**src/rtl/phy_rx_pkg.sv**
```systemverilog
package phy_rx_pkg;
  localparam logic [1:0] CTL_IDLE = 2'b00;
  localparam logic [1:0] CTL_STAT = 2'b01;
  localparam logic [1:0] CTL_RECV = 2'b10;
  localparam logic [1:0] CTL_BAD  = 2'b11;

  typedef enum logic [1:0] {
    ST_IDLE,
    ST_DATAON,
    ST_DATA,
    ST_SKIP
  } rxState_t;

  typedef struct packed {
    logic spdCap;
    logic dataPush;
    logic flushEnd;
    logic abortPkt;
    logic nullPkt;
    logic protoErr;
    logic ctlErr;
    logic statCap;
  } rxStrobe_t;
endpackage

```
**src/rtl/phy_rx_ctrl.sv**
```systemverilog
module phy_rx_ctrl
  import phy_rx_pkg::*;
#(
  parameter int DATA_W = 8
) (
  input  logic              clk,
  input  logic              rst,
  input  logic [1:0]        ctlIn,
  input  logic [DATA_W-1:0] dataIn,
  output rxStrobe_t         str
);
  rxState_t state, nxtState;
  logic     allOnes;

  assign allOnes = &dataIn;

  always_comb begin
    str      = '0;
    nxtState = state;
    if (ctlIn == CTL_STAT) str.statCap = 1'b1;
    case (state)
      ST_IDLE: begin
        if (ctlIn == CTL_RECV) begin
          if (allOnes) nxtState = ST_DATAON;
          else begin
            str.protoErr = 1'b1;
            nxtState     = ST_SKIP;
          end
        end
      end
      ST_DATAON: begin
        case (ctlIn)
          CTL_RECV: if (!allOnes) begin
            str.spdCap = 1'b1;
            nxtState   = ST_DATA;
          end
          CTL_IDLE: begin
            str.nullPkt = 1'b1;
            nxtState    = ST_IDLE;
          end
          CTL_BAD: begin
            str.ctlErr = 1'b1;
            nxtState   = ST_IDLE;
          end
          default: ;
        endcase
      end
      ST_DATA: begin
        case (ctlIn)
          CTL_RECV: str.dataPush = 1'b1;
          CTL_IDLE: begin
            str.flushEnd = 1'b1;
            nxtState     = ST_IDLE;
          end
          CTL_BAD: begin
            str.ctlErr   = 1'b1;
            str.abortPkt = 1'b1;
            nxtState     = ST_IDLE;
          end
          default: ;
        endcase
      end
      ST_SKIP: if (ctlIn == CTL_IDLE) nxtState = ST_IDLE;
      default: nxtState = ST_IDLE;
    endcase
  end

  always_ff @(posedge clk) begin
    if (rst) state <= ST_IDLE;
    else     state <= nxtState;
  end

  // at most one framing event per cycle
  p_one_event_r9: assert property (@(posedge clk) disable iff (rst)
    $onehot0({str.protoErr, str.ctlErr, str.nullPkt, str.flushEnd, str.spdCap}));

  // a speed code is only taken one or more cycles after a data-on cycle
  p_spd_after_on_r2: assert property (@(posedge clk) disable iff (rst)
    str.spdCap |-> $past(ctlIn) == CTL_RECV || $past(ctlIn) == CTL_STAT);
endmodule

```
**src/rtl/phy_rx_datapath.sv**
```systemverilog
module phy_rx_datapath
  import phy_rx_pkg::*;
#(
  parameter int DATA_W  = 8,
  parameter int RATE_W  = 3,
  parameter int MAX_SPD = 4
) (
  input  logic              clk,
  input  logic              rst,
  input  rxStrobe_t         str,
  input  logic [DATA_W-1:0] dataIn,
  output logic              spdValid,
  output logic [RATE_W-1:0] spdRate,
  output logic              spdBad,
  output logic              byteValid,
  output logic [DATA_W-1:0] byteData,
  output logic              byteFirst,
  output logic              byteLast,
  output logic              nullPkt,
  output logic              statValid,
  output logic [DATA_W-1:0] statData,
  output logic              protoErr,
  output logic              ctlErr
);
  localparam logic [RATE_W-1:0] BAD_RATE = '1;

  logic [DATA_W-1:0] pendData;
  logic              pendValid;
  logic              pendFirst;
  logic              spdKnown;

  assign spdKnown = (dataIn <= DATA_W'(MAX_SPD));

  always_ff @(posedge clk) begin
    if (rst) begin
      spdValid  <= 1'b0;
      spdRate   <= '0;
      spdBad    <= 1'b0;
      byteValid <= 1'b0;
      byteData  <= '0;
      byteFirst <= 1'b0;
      byteLast  <= 1'b0;
      nullPkt   <= 1'b0;
      statValid <= 1'b0;
      statData  <= '0;
      protoErr  <= 1'b0;
      ctlErr    <= 1'b0;
      pendData  <= '0;
      pendValid <= 1'b0;
      pendFirst <= 1'b0;
    end else begin
      spdValid  <= str.spdCap;
      byteValid <= 1'b0;
      byteFirst <= 1'b0;
      byteLast  <= 1'b0;
      nullPkt   <= str.nullPkt;
      statValid <= str.statCap;
      protoErr  <= str.protoErr;
      ctlErr    <= str.ctlErr;
      if (str.statCap) statData <= dataIn;
      if (str.spdCap) begin
        spdRate <= spdKnown ? dataIn[RATE_W-1:0] : BAD_RATE;
        spdBad  <= !spdKnown;
      end
      if (str.dataPush) begin
        if (pendValid) begin
          byteValid <= 1'b1;
          byteData  <= pendData;
          byteFirst <= pendFirst;
        end
        pendData  <= dataIn;
        pendFirst <= !pendValid;
        pendValid <= 1'b1;
      end
      if (str.flushEnd) begin
        if (pendValid) begin
          byteValid <= 1'b1;
          byteData  <= pendData;
          byteFirst <= pendFirst;
          byteLast  <= 1'b1;
        end
        pendValid <= 1'b0;
      end
      if (str.abortPkt) pendValid <= 1'b0;
    end
  end

  p_markers_need_valid_r4: assert property (@(posedge clk) disable iff (rst)
    (byteFirst || byteLast) |-> byteValid);

  p_null_alone_r6: assert property (@(posedge clk) disable iff (rst)
    nullPkt |-> !byteValid && !spdValid);

  p_bad_rate_r3: assert property (@(posedge clk) disable iff (rst)
    spdValid |-> (spdBad == (spdRate == BAD_RATE)));

  p_abort_drops_r9: assert property (@(posedge clk) disable iff (rst)
    str.abortPkt |=> !byteValid);
endmodule

```
**src/rtl/phy_rx_decoder.sv**
```systemverilog
module phy_rx_decoder
  import phy_rx_pkg::*;
#(
  parameter int DATA_W  = 8,
  parameter int RATE_W  = 3,
  parameter int MAX_SPD = 4
) (
  input  logic              clk,
  input  logic              rst,
  input  logic [1:0]        phyCtl,
  input  logic [DATA_W-1:0] phyData,
  output logic              spdValid,
  output logic [RATE_W-1:0] spdRate,
  output logic              spdBad,
  output logic              byteValid,
  output logic [DATA_W-1:0] byteData,
  output logic              byteFirst,
  output logic              byteLast,
  output logic              nullPkt,
  output logic              statValid,
  output logic [DATA_W-1:0] statData,
  output logic              protoErr,
  output logic              ctlErr
);
  rxStrobe_t str;

  phy_rx_ctrl #(.DATA_W(DATA_W)) u_ctrl (
    .clk(clk), .rst(rst), .ctlIn(phyCtl), .dataIn(phyData), .str(str)
  );

  phy_rx_datapath #(.DATA_W(DATA_W), .RATE_W(RATE_W), .MAX_SPD(MAX_SPD)) u_dp (
    .clk(clk), .rst(rst), .str(str), .dataIn(phyData),
    .spdValid(spdValid), .spdRate(spdRate), .spdBad(spdBad),
    .byteValid(byteValid), .byteData(byteData), .byteFirst(byteFirst),
    .byteLast(byteLast), .nullPkt(nullPkt), .statValid(statValid),
    .statData(statData), .protoErr(protoErr), .ctlErr(ctlErr)
  );
endmodule

```
**config.mk**
```make
export PLATFORM = sky130hd
export DESIGN_NAME = phy_rx_decoder
export DESIGN_NICKNAME = d
export VERILOG_FILES = /design/src/rtl/phy_rx_pkg.sv /design/src/rtl/phy_rx_ctrl.sv /design/src/rtl/phy_rx_datapath.sv /design/src/rtl/phy_rx_decoder.sv
export SDC_FILE = /design/constraint.sdc
export NUM_CORES = 1
export LEC_CHECK = 0
export ABC_AREA = 1
export BUFFER_PORTS_ARGS = -buffer_cell sky130_fd_sc_hd__buf_2
export CORE_UTILIZATION = 52
export DETAILED_ROUTE_END_ITERATION = 6
export GPL_ROUTABILITY_DRIVEN = 0
export PLACE_DENSITY = 0.78
export SLEW_MARGIN = 20
export SYNTH_ARGS = -nofsm -noshare
export SYNTH_HDL_FRONTEND = slang
export SYNTH_SLANG_ARGS = --single-unit
```
**constraint.sdc**
```tcl
create_clock -name clk -period 1.65 [get_ports clk]
set_input_delay 0.2475 -clock clk [delete_from_list [all_inputs] [get_ports clk]]
set_output_delay 0.2475 -clock clk [all_outputs]
set_load 0.01 [all_outputs]
```
# [Word level (Yosys, flattened, before mapping)]
# Cells that the tools add are included.
# W data, S select, Z words.
[totals] n_memories=0 ram_bits=0 romBits=0 out_inout_bits=28 regBits=40 wordCells=73 latchBits=0
[classes] n_div=0 order_cmp=1 bitwise_logic=4 n_eq_ne=11 muxes=28 n_shift=0 addsub=0 n_reduce_logical=13 multipliers=0
[op_table] op="$mux W8" n=4
[op_table] op="$mux W1" n=15
[op_table] op="$reduce_or A2 Y1" n=6
[op_table] op="$mux W2" n=5
[op_table] op="$eq A2 B2 Y1 const B" n=4
[op_table] op="$le A8 B3 Y1 const B" n=1
[op_table] op="$pmux W2 S4" n=1
[op_table] op="$reduce_and A8 Y1" n=1
[op_table] op="$mux W3" n=2
[op_table] op="$reduce_and A5 Y1" n=1
[op_table] op="$eq A2 B1 Y1 const B" n=2
[op_table] op="$logic_not A2 Y1" n=2
[op_table] op="$ne A2 B1 Y1 const B" n=2
[op_table] op="$not A1 Y1" n=4
[op_table] op="$pmux W2 S2" n=1
[op_table] op="$ne A3 B2 Y1 const B" n=1
[op_table] op="$ne A3 B3 Y1 const B" n=1
[op_table] op="$reduce_or A3 Y1" n=1
[op_table] op="$logic_not A1 Y1" n=2
[op_table] op="$ne A2 B2 Y1 const B" n=1

# [Logic depth before layout (Yosys ltp)]
# Gate-level depths: netlist (run 1).
[depth] depth_word=6 mapped_depth=10

# [Cells and area by module]
# From an unflattened synthesis (run 1), not the netlist that was laid out.
[hier_totals] cells_unflattened=220 hier_area_um2=1755.4
[by_module_without_submodules] mod="phy_rx_datapath" cells_each=160 instances=1 area_each_um2=1393.8
[by_module_without_submodules] mod="phy_rx_ctrl" cells_each=60 instances=1 area_each_um2=361.6

# [Worst setup path before layout (run 1)]
# OpenSTA, ideal clock, no wires.
[synth_path] path_type="register -> register" startpoint="register u_ctrl.state[0]" endpoint="register (tool-made name)" stages_incl_launch_ff=9 synth_period_minus_slack_ps=1295 path_slack_ps=355 t_arrival_ps=1179 n_path_buf=0 path_cell_list="dfxtp_1 > inv_1 > ha_1 > nand2_2 > inv_2 > nand2_4 > nand2_8 > o21ai_0 > nor2_1"
[synth_lines] element="start, declared" line="phy_rx_ctrl.sv:12" rtl="rxState_t state, nxtState;"
[synth_lines] element="start signal, assigned" line="phy_rx_ctrl.sv:70" rtl="else state <= nxtState;"

# [Final worst setup path (run 1)]
[layout_path] startpoint="register u_ctrl.state[0]" endpoint="register u_dp.pendData[0]"
[layout_between] elab_chain_len=2
[layout_lines] element="$eq A2 B2 Y1" line="phy_rx_ctrl.sv:21" rtl="case (state)"
[layout_lines] element="$mux W3" line="phy_rx_ctrl.sv:21"
[layout_lines] element="end signal, assigned" line="phy_rx_datapath.sv:71" rtl="pendData <= dataIn;"
[layout_lines] element="end, declared" line="phy_rx_datapath.sv:27" rtl="logic [DATA_W-1:0] pendData;"
# Every way passes these cells.
# A chain may end at the register's enable or synchronous reset.

==> qor.yml, run 1 <==
status: "finished, violations left"
violations: "DRC"
final_hold_viol_count: 0
post_cts_buffers: 0
period_share_pct: 91.7
clock_power_share_pct: 21.9
synth_cell_types: 24
ant_nets: 0
syn_area_um2: 1670
post-route-min-period_ns: 1.51
synthCells: 209
hold_start: "phyData[4]"
die_width_um: 58.6
clock-sinks: 40
p_sw_share_pct: 32.2
port_buffers: 39
syn_to_final_growth_pct: 16.4
rsz0062_at_grt: "false"
diodes: 0
setup_viol: 0
clk_path_buf_depth: 2
grt_pass1_vias: 1224
post-route-util_pct: 63.5
nets: 273
grt_max_degree: 33
synth_fp_nets: 230
cts-hold-fix-buffers: 0
yosys_warnings: 0
worstSetupEndpointType: "flip-flop"
powerDensity_nw_per_um2: 1070
setup-tns-final_ns: 0
cp_top_family: "flip-flops"
cp.arrival_ns: 1.75
dp_hpwl_um: 2370
p_int_mw: 1.41
grt_pass1_wl_um: 5260
combPwrFrac_pct: 24.6
wl_um: 3240
drive_gt1_share_pct: 25.8
syn_area_per_cell_um2: 7.97
cp-startpoint: "u_ctrl.state[0]"
vias: 1423
worst_slew_pin_slew_ns: 0.300
cpPeakStageDelay_ns: 0.37
path_class: "flip-flop to flip-flop"
ios: 40
p_leak_nw: 1.02
synth_seq_cells: 40
cts_resized: 0
die_area_um2: 3430
cap_violations: 0
grt-ovfl-total: 0
htreeDepth: 2
cts_tree: "done"
antenna_found_initial: 0
cp-start-kind: "flip-flop"
drc: 1
crit_chain: "inv_1 > ha_1 > nand2_2 > inv_2 > buf_4 > o21ai_0 > a21oi_1"
hp-class: "input port to flip-flop"
cts-root-buf: "clkbuf_4"
cts_buffers: 5
seq_power_share_pct: 53.5
cts.clk_slew.worst_paths_ns: 0.11
ir_drop_mv: 0.607
slowest_stage: "dfxtp_1"
drt_iter0_drc: 77
die_y_um: 58.6
required_ns: 1.89
p_sw_mw: 0.668
fill_cells: 296
globalRouteTotalUtil_pct: 20.3
drtPass1Iterations: 6
drv_slew: 0
relSlewSlack_pct: 80.0
yosysSeqAreaShare_pct: 48.1
fmax_mhz: 661
rows: 20
cp.buffers_inverters: 3
avgViaCountPerCell: 4.81
finClkSkew_ns: 0.00356
wl_per_cell_um: 10.9
clock_latency_ns: 0.34
reg2reg_from: "u_ctrl.state[0]"
worstPathMaxFanout: 12
core_um2: 3050
start_util_pct: 54.5
[area by class of cell]
class                           count  area, um^2  area share, %
Timing Repair Buffer               42         218           11.2
Multi-Input combinational cell    146         749           38.7
Clock inverter                      1        5.00          0.258
Inverter                           17        68.8           3.55
Clock buffer                        6        41.3           2.13
Tap cell                           44        55.1           2.84
Sequential cell                    40         801           41.3
[routing by layer]
layer  vias up  routed length, um  GRT usage, %
met1       635               1570          25.9
met3         8                143          6.15
li1        745                  -             -
met4         0                 65          9.52
met2        35               1450          31.5
met5         -                  0             0
[stage by stage]
| step | hold WS (ns) | area [um^2] | worst slack (ns) | total power [mW] | std cells |
|---|---|---|---|---|---|
| 4_1_cts | 0.164 | 1940 | 0.149 | 2.09 | 296 |
| 3_3_place_gp | 0.459 | 1890 | 0.254 | 1.61 | 289 |
| 6_report | 0.169 | 1940 | 0.138 | 2.07 | 296 |
| 3_5_place_dp | 0.459 | 1890 | 0.195 | 1.63 | 289 |
| 5_1_grt | 0.163 | 1940 | 0.0415 | 2.21 | 296 |
| 2_1_floorplan | 0.382 | 1670 | 0.355 | 1.49 | 209 |
[cell families after synthesis]
kind of cell,share of synthesized area (%)
simple gates,27.1
fa+ha+maj,6.76
buf+inv,6.91
flops,48.1
compound gates,11.1
[path summary, 6_finish.rpt]
| kind | cells after the start | endpoint | slack (ns) |
|---|---|---|---|
| max | 7 | u_dp.pendData[0] | 0.14 |
| min | 3 | u_dp.statData[4] | 0.17 |
| max reg2reg | 7 | u_dp.pendData[0] | 0.14 |
| min reg2reg | 2 | u_dp.byteFirst | 0.47 |
[power by group through the flow]
stage / logic (mW) / clock network (mW) / registers, mW
finish: 0.510 / 0.454 / 1.11
CTS: 0.508 / 0.468 / 1.11
detailed placement: 0.504 / 0 / 1.13
global route: 0.569 / 0.516 / 1.12
global placement: 0.485 / 0 / 1.13
floorplan: 0.343 / 0 / 1.14
[placed cells by master (no fill, tap or decap)]
| master | n |
|---|---|
| o21ai_0 | 23 |
| clkbuf_1 | 1 |
| nand2_8 | 1 |
| nand2_1 | 31 |
| inv_6 | 1 |
| nand2_4 | 2 |
| nand2_2 | 4 |
| ha_1 | 9 |
| nand3_1 | 6 |
| or2_2 | 1 |
| nor2_2 | 5 |
| buf_4 | 3 |
| a21oi_1 | 10 |
| buf_2 | 39 |
| dfxtp_1 | 40 |
| clkinv_2 | 1 |
| nor2_1 | 48 |
| nor3_1 | 2 |
| nor3_2 | 1 |
| inv_2 | 2 |
| o21ai_1 | 2 |
| clkbuf_4 | 5 |
| o211a_1 | 1 |
| inv_1 | 14 |
[cell usage after synthesis]
cell      count  area share, %
nand2_8       1            1.2
or2_2         1           0.38
nor2_1       48             11
clkbuf_8      1           0.83
clkbuf_1      1           0.23
nor3_1        2           0.60
nand3_1       6            1.8
dfxtp_1      40             48
inv_1        14            3.2
nand2_4       2            1.4
nor2_2        5            1.9
buf_6         1           0.68
o21ai_1       2           0.60
o211a_1       1           0.60
buf_2         2           0.60
nand2_1      31            7.0
ha_1          9            6.8
a21oi_1      10            3.0
nor3_2        1           0.60
o21ai_0      23            6.9
nand2_2       4            1.5
buf_4         1           0.45
inv_2         2           0.45
inv_6         1           0.53
[worst reg2reg max path: stages (launching register included)]
cell and delay, ns:
dfxtp_1 0.37, inv_1 0.10, ha_1 0.28, nand2_2 0.15
inv_2 0.07, buf_4 0.17, o21ai_0 0.21, a21oi_1 0.06
(Power assumes the default switching activity.)
==> run 2: changes to the inputs <==
--- a/config.mk
+++ b/config.mk
@@ -5,12 +5,11 @@
 export SDC_FILE = /design/constraint.sdc
 export NUM_CORES = 1
 export LEC_CHECK = 0
-export ABC_AREA = 1
 export BUFFER_PORTS_ARGS = -buffer_cell sky130_fd_sc_hd__buf_2
-export CORE_UTILIZATION = 52
+export CORE_UTILIZATION = 51
 export DETAILED_ROUTE_END_ITERATION = 6
 export GPL_ROUTABILITY_DRIVEN = 0
-export PLACE_DENSITY = 0.78
+export PLACE_DENSITY = 0.77
 export SLEW_MARGIN = 20
 export SYNTH_ARGS = -nofsm -noshare
 export SYNTH_HDL_FRONTEND = slang
==> qor.yml, run 2 <==
cts_tree: "done"
nets: 232
die_area_um2: 3390
syn_area_um2: 1610
syn_area_per_cell_um2: 9.49
synth_cell_types: 32
antenna_found_initial: 0
drtPass1Iterations: 4
core_um2: 3030
wl_per_cell_um: 13.1
clk_path_buf_depth: 2
yosysTopAreaCell: "dfxtp_1"
cts-hold-fix-buffers: 0
cap_violations: 0
met3_length_um: 211
final_hold_viol_count: 0
drc: 0
worstPathMaxFanout: 6
rsz0062_at_grt: "false"
grt_pass1_vias: 1191
synth_edf_count: 0
regToRegSetupSlack_ns: 0.11
diodes: 0
p_leak_nw: 0.918
rows: 20
globalRouteTotalUtil_pct: 21.4
ir_drop_mv: 0.619
layout_commonest_cell: "dfxtp_1"
powerDensity_nw_per_um2: 1070
wl_um: 3360
drt_iter0_drc: 45
layout_common_cells: "dfxtp_1 (40), buf_2 (39), nor2_1 (26)"
ant_nets: 0
yosys_warnings: 0
setup-tns-final_ns: 0
synth_fp_nets: 191
drt-met1-wl_um: 1500
async_flop_share_pct: 0
period_share_pct: 93.5
vias: 1304
grt_pass1_wl_um: 5350
htreeDepth: 2
hp-class: "input port to flip-flop"
cts_buffers: 5
p_total_mw: 2.06
ios: 40
synth.area.top_cells: "dfxtp_1 (50%), mux2i_1 (9.9%), ha_1 (7.0%)"
synth-main-ff-cell: "dfxtp_1"
fmax_mhz: 648
start_util_pct: 53.3
setup_viol: 0
relSlewSlack_pct: 54.0
die_width_um: 58.3
wl_met2_um: 1590
ys_top_cells_by_count: "dfxtp_1 (40), nor2_1 (26), nand2_1 (19), mux2i_1 (16), a21oi_1 (11)"
port_buffers: 39
worst_slew_pin_slew_ns: 0.691
top_layer: "met4"
synthCells: 170
drv_slew: 0
yosysTopAreaCellShare_pct: 49.6
path_class: "flip-flop to flip-flop"
grt-ovfl-total: 0
synth_seq_cells: 40
finClkSkew_ns: 0.00961
die_y_um: 58.3
clock_latency_ns: 0.36
status: "complete, no violations"
syn_to_final_growth_pct: 18.9
worstSetupEndpointType: "flip-flop"
post-route-min-period_ns: 1.54
required_ns: 1.87
clock-sinks: 40
cp-start-kind: "flip-flop"
yosysSeqAreaShare_pct: 49.6
yosysMostFrequentCell: "dfxtp_1"
drive_gt1_share_pct: 27.4
cts.clk_slew.worst_paths_ns: 0.12
dp_hpwl_um: 2340
grt_max_degree: 41
cts-root-buf: "clkbuf_4"
cp.arrival_ns: 1.76
avgViaCountPerCell: 5.09
-- run 2: through the flow --
| stage | std cells | hold slack [ns] | utilization, % | setup WS, ns | area, um^2 |
|---|---|---|---|---|---|
| 6_report | 256 | 0.152 | 63.4 | 0.107 | 1920 |
| 3_5_place_dp | 248 | 0.453 | 61.0 | 0.0891 | 1850 |
| 3_3_place_gp | 248 | 0.440 | 61.0 | 0.175 | 1850 |
| 4_1_cts | 256 | 0.138 | 62.8 | 0.0153 | 1900 |
| 5_1_grt | 256 | 0.132 | 63.4 | 0.00407 | 1920 |
| 2_1_floorplan | 170 | 0.327 | - | 0.316 | 1610 |
-- run 2: per-layer routing --
metal / vias up / track usage [%]
met5: - / 0
met4: 0 / 9.18
met3: 7 / 7.37
met2: 48 / 33.0
met1: 591 / 27.1
li1: 658 / -
-- run 2: cell type report --
class,instances,area [um^2]
Clock buffer,5,37.5
Clock inverter,3,18.8
Fill cell,269,1110
Inverter,6,22.5
Multi-Input combinational cell,117,774
Sequential cell,40,801
Tap cell,44,55.1
Timing Repair Buffer,41,210
-- run 2: cell families after synthesis --
kind of cell,after synthesis,share of synthesized area [%]
adder cells (fa/ha/maj),9,6.98
AND/OR/NAND/NOR,70,21.6
buffers and inverters,13,3.49
multiplexers,16,9.92
AO/OA/AOI/OAI,22,8.37
flip-flops,40,49.6
-- run 2: final timing paths --
| kind | from | depth (start not counted) | endpoint |
|---|---|---|---|
| worst min register to register | u_dp.pendData[3] | 2 | u_dp.pendData[3] |
| worst max register to register | u_ctrl.state[1] | 6 | u_ctrl.state[1] |
| worst min-delay path | phyData[3] | 3 | u_dp.pendData[3] |
| worst max-delay path | u_ctrl.state[1] | 6 | u_ctrl.state[1] |
-- run 2: report_power, final --
part / total [mW] / leakage, nW / internal (mW) / switching [mW]
Sequential: 1.08 / 0.325 / 1.03 / 0.0441
Combinational: 0.496 / 0.558 / 0.193 / 0.302
Clock: 0.485 / 0.0349 / 0.164 / 0.322
Total: 2.06 / 0.918 / 1.39 / 0.668
-- run 2: repair_timing --
action                                  4_1_cts  5_1_grt
gates resized for setup                       0        4
buffers inserted                              0        0
endpoints found under the setup margin        0        2
hold endpoints to repair                      0        0
-- run 2: worst max-delay path: stages (launching register included) --
cell and delay, ns:
dfxtp_1 0.35, inv_1 0.12, ha_2 0.24, nand2_2 0.14
nor3_4 0.29, o21ai_0 0.12, nor3b_2 0.16
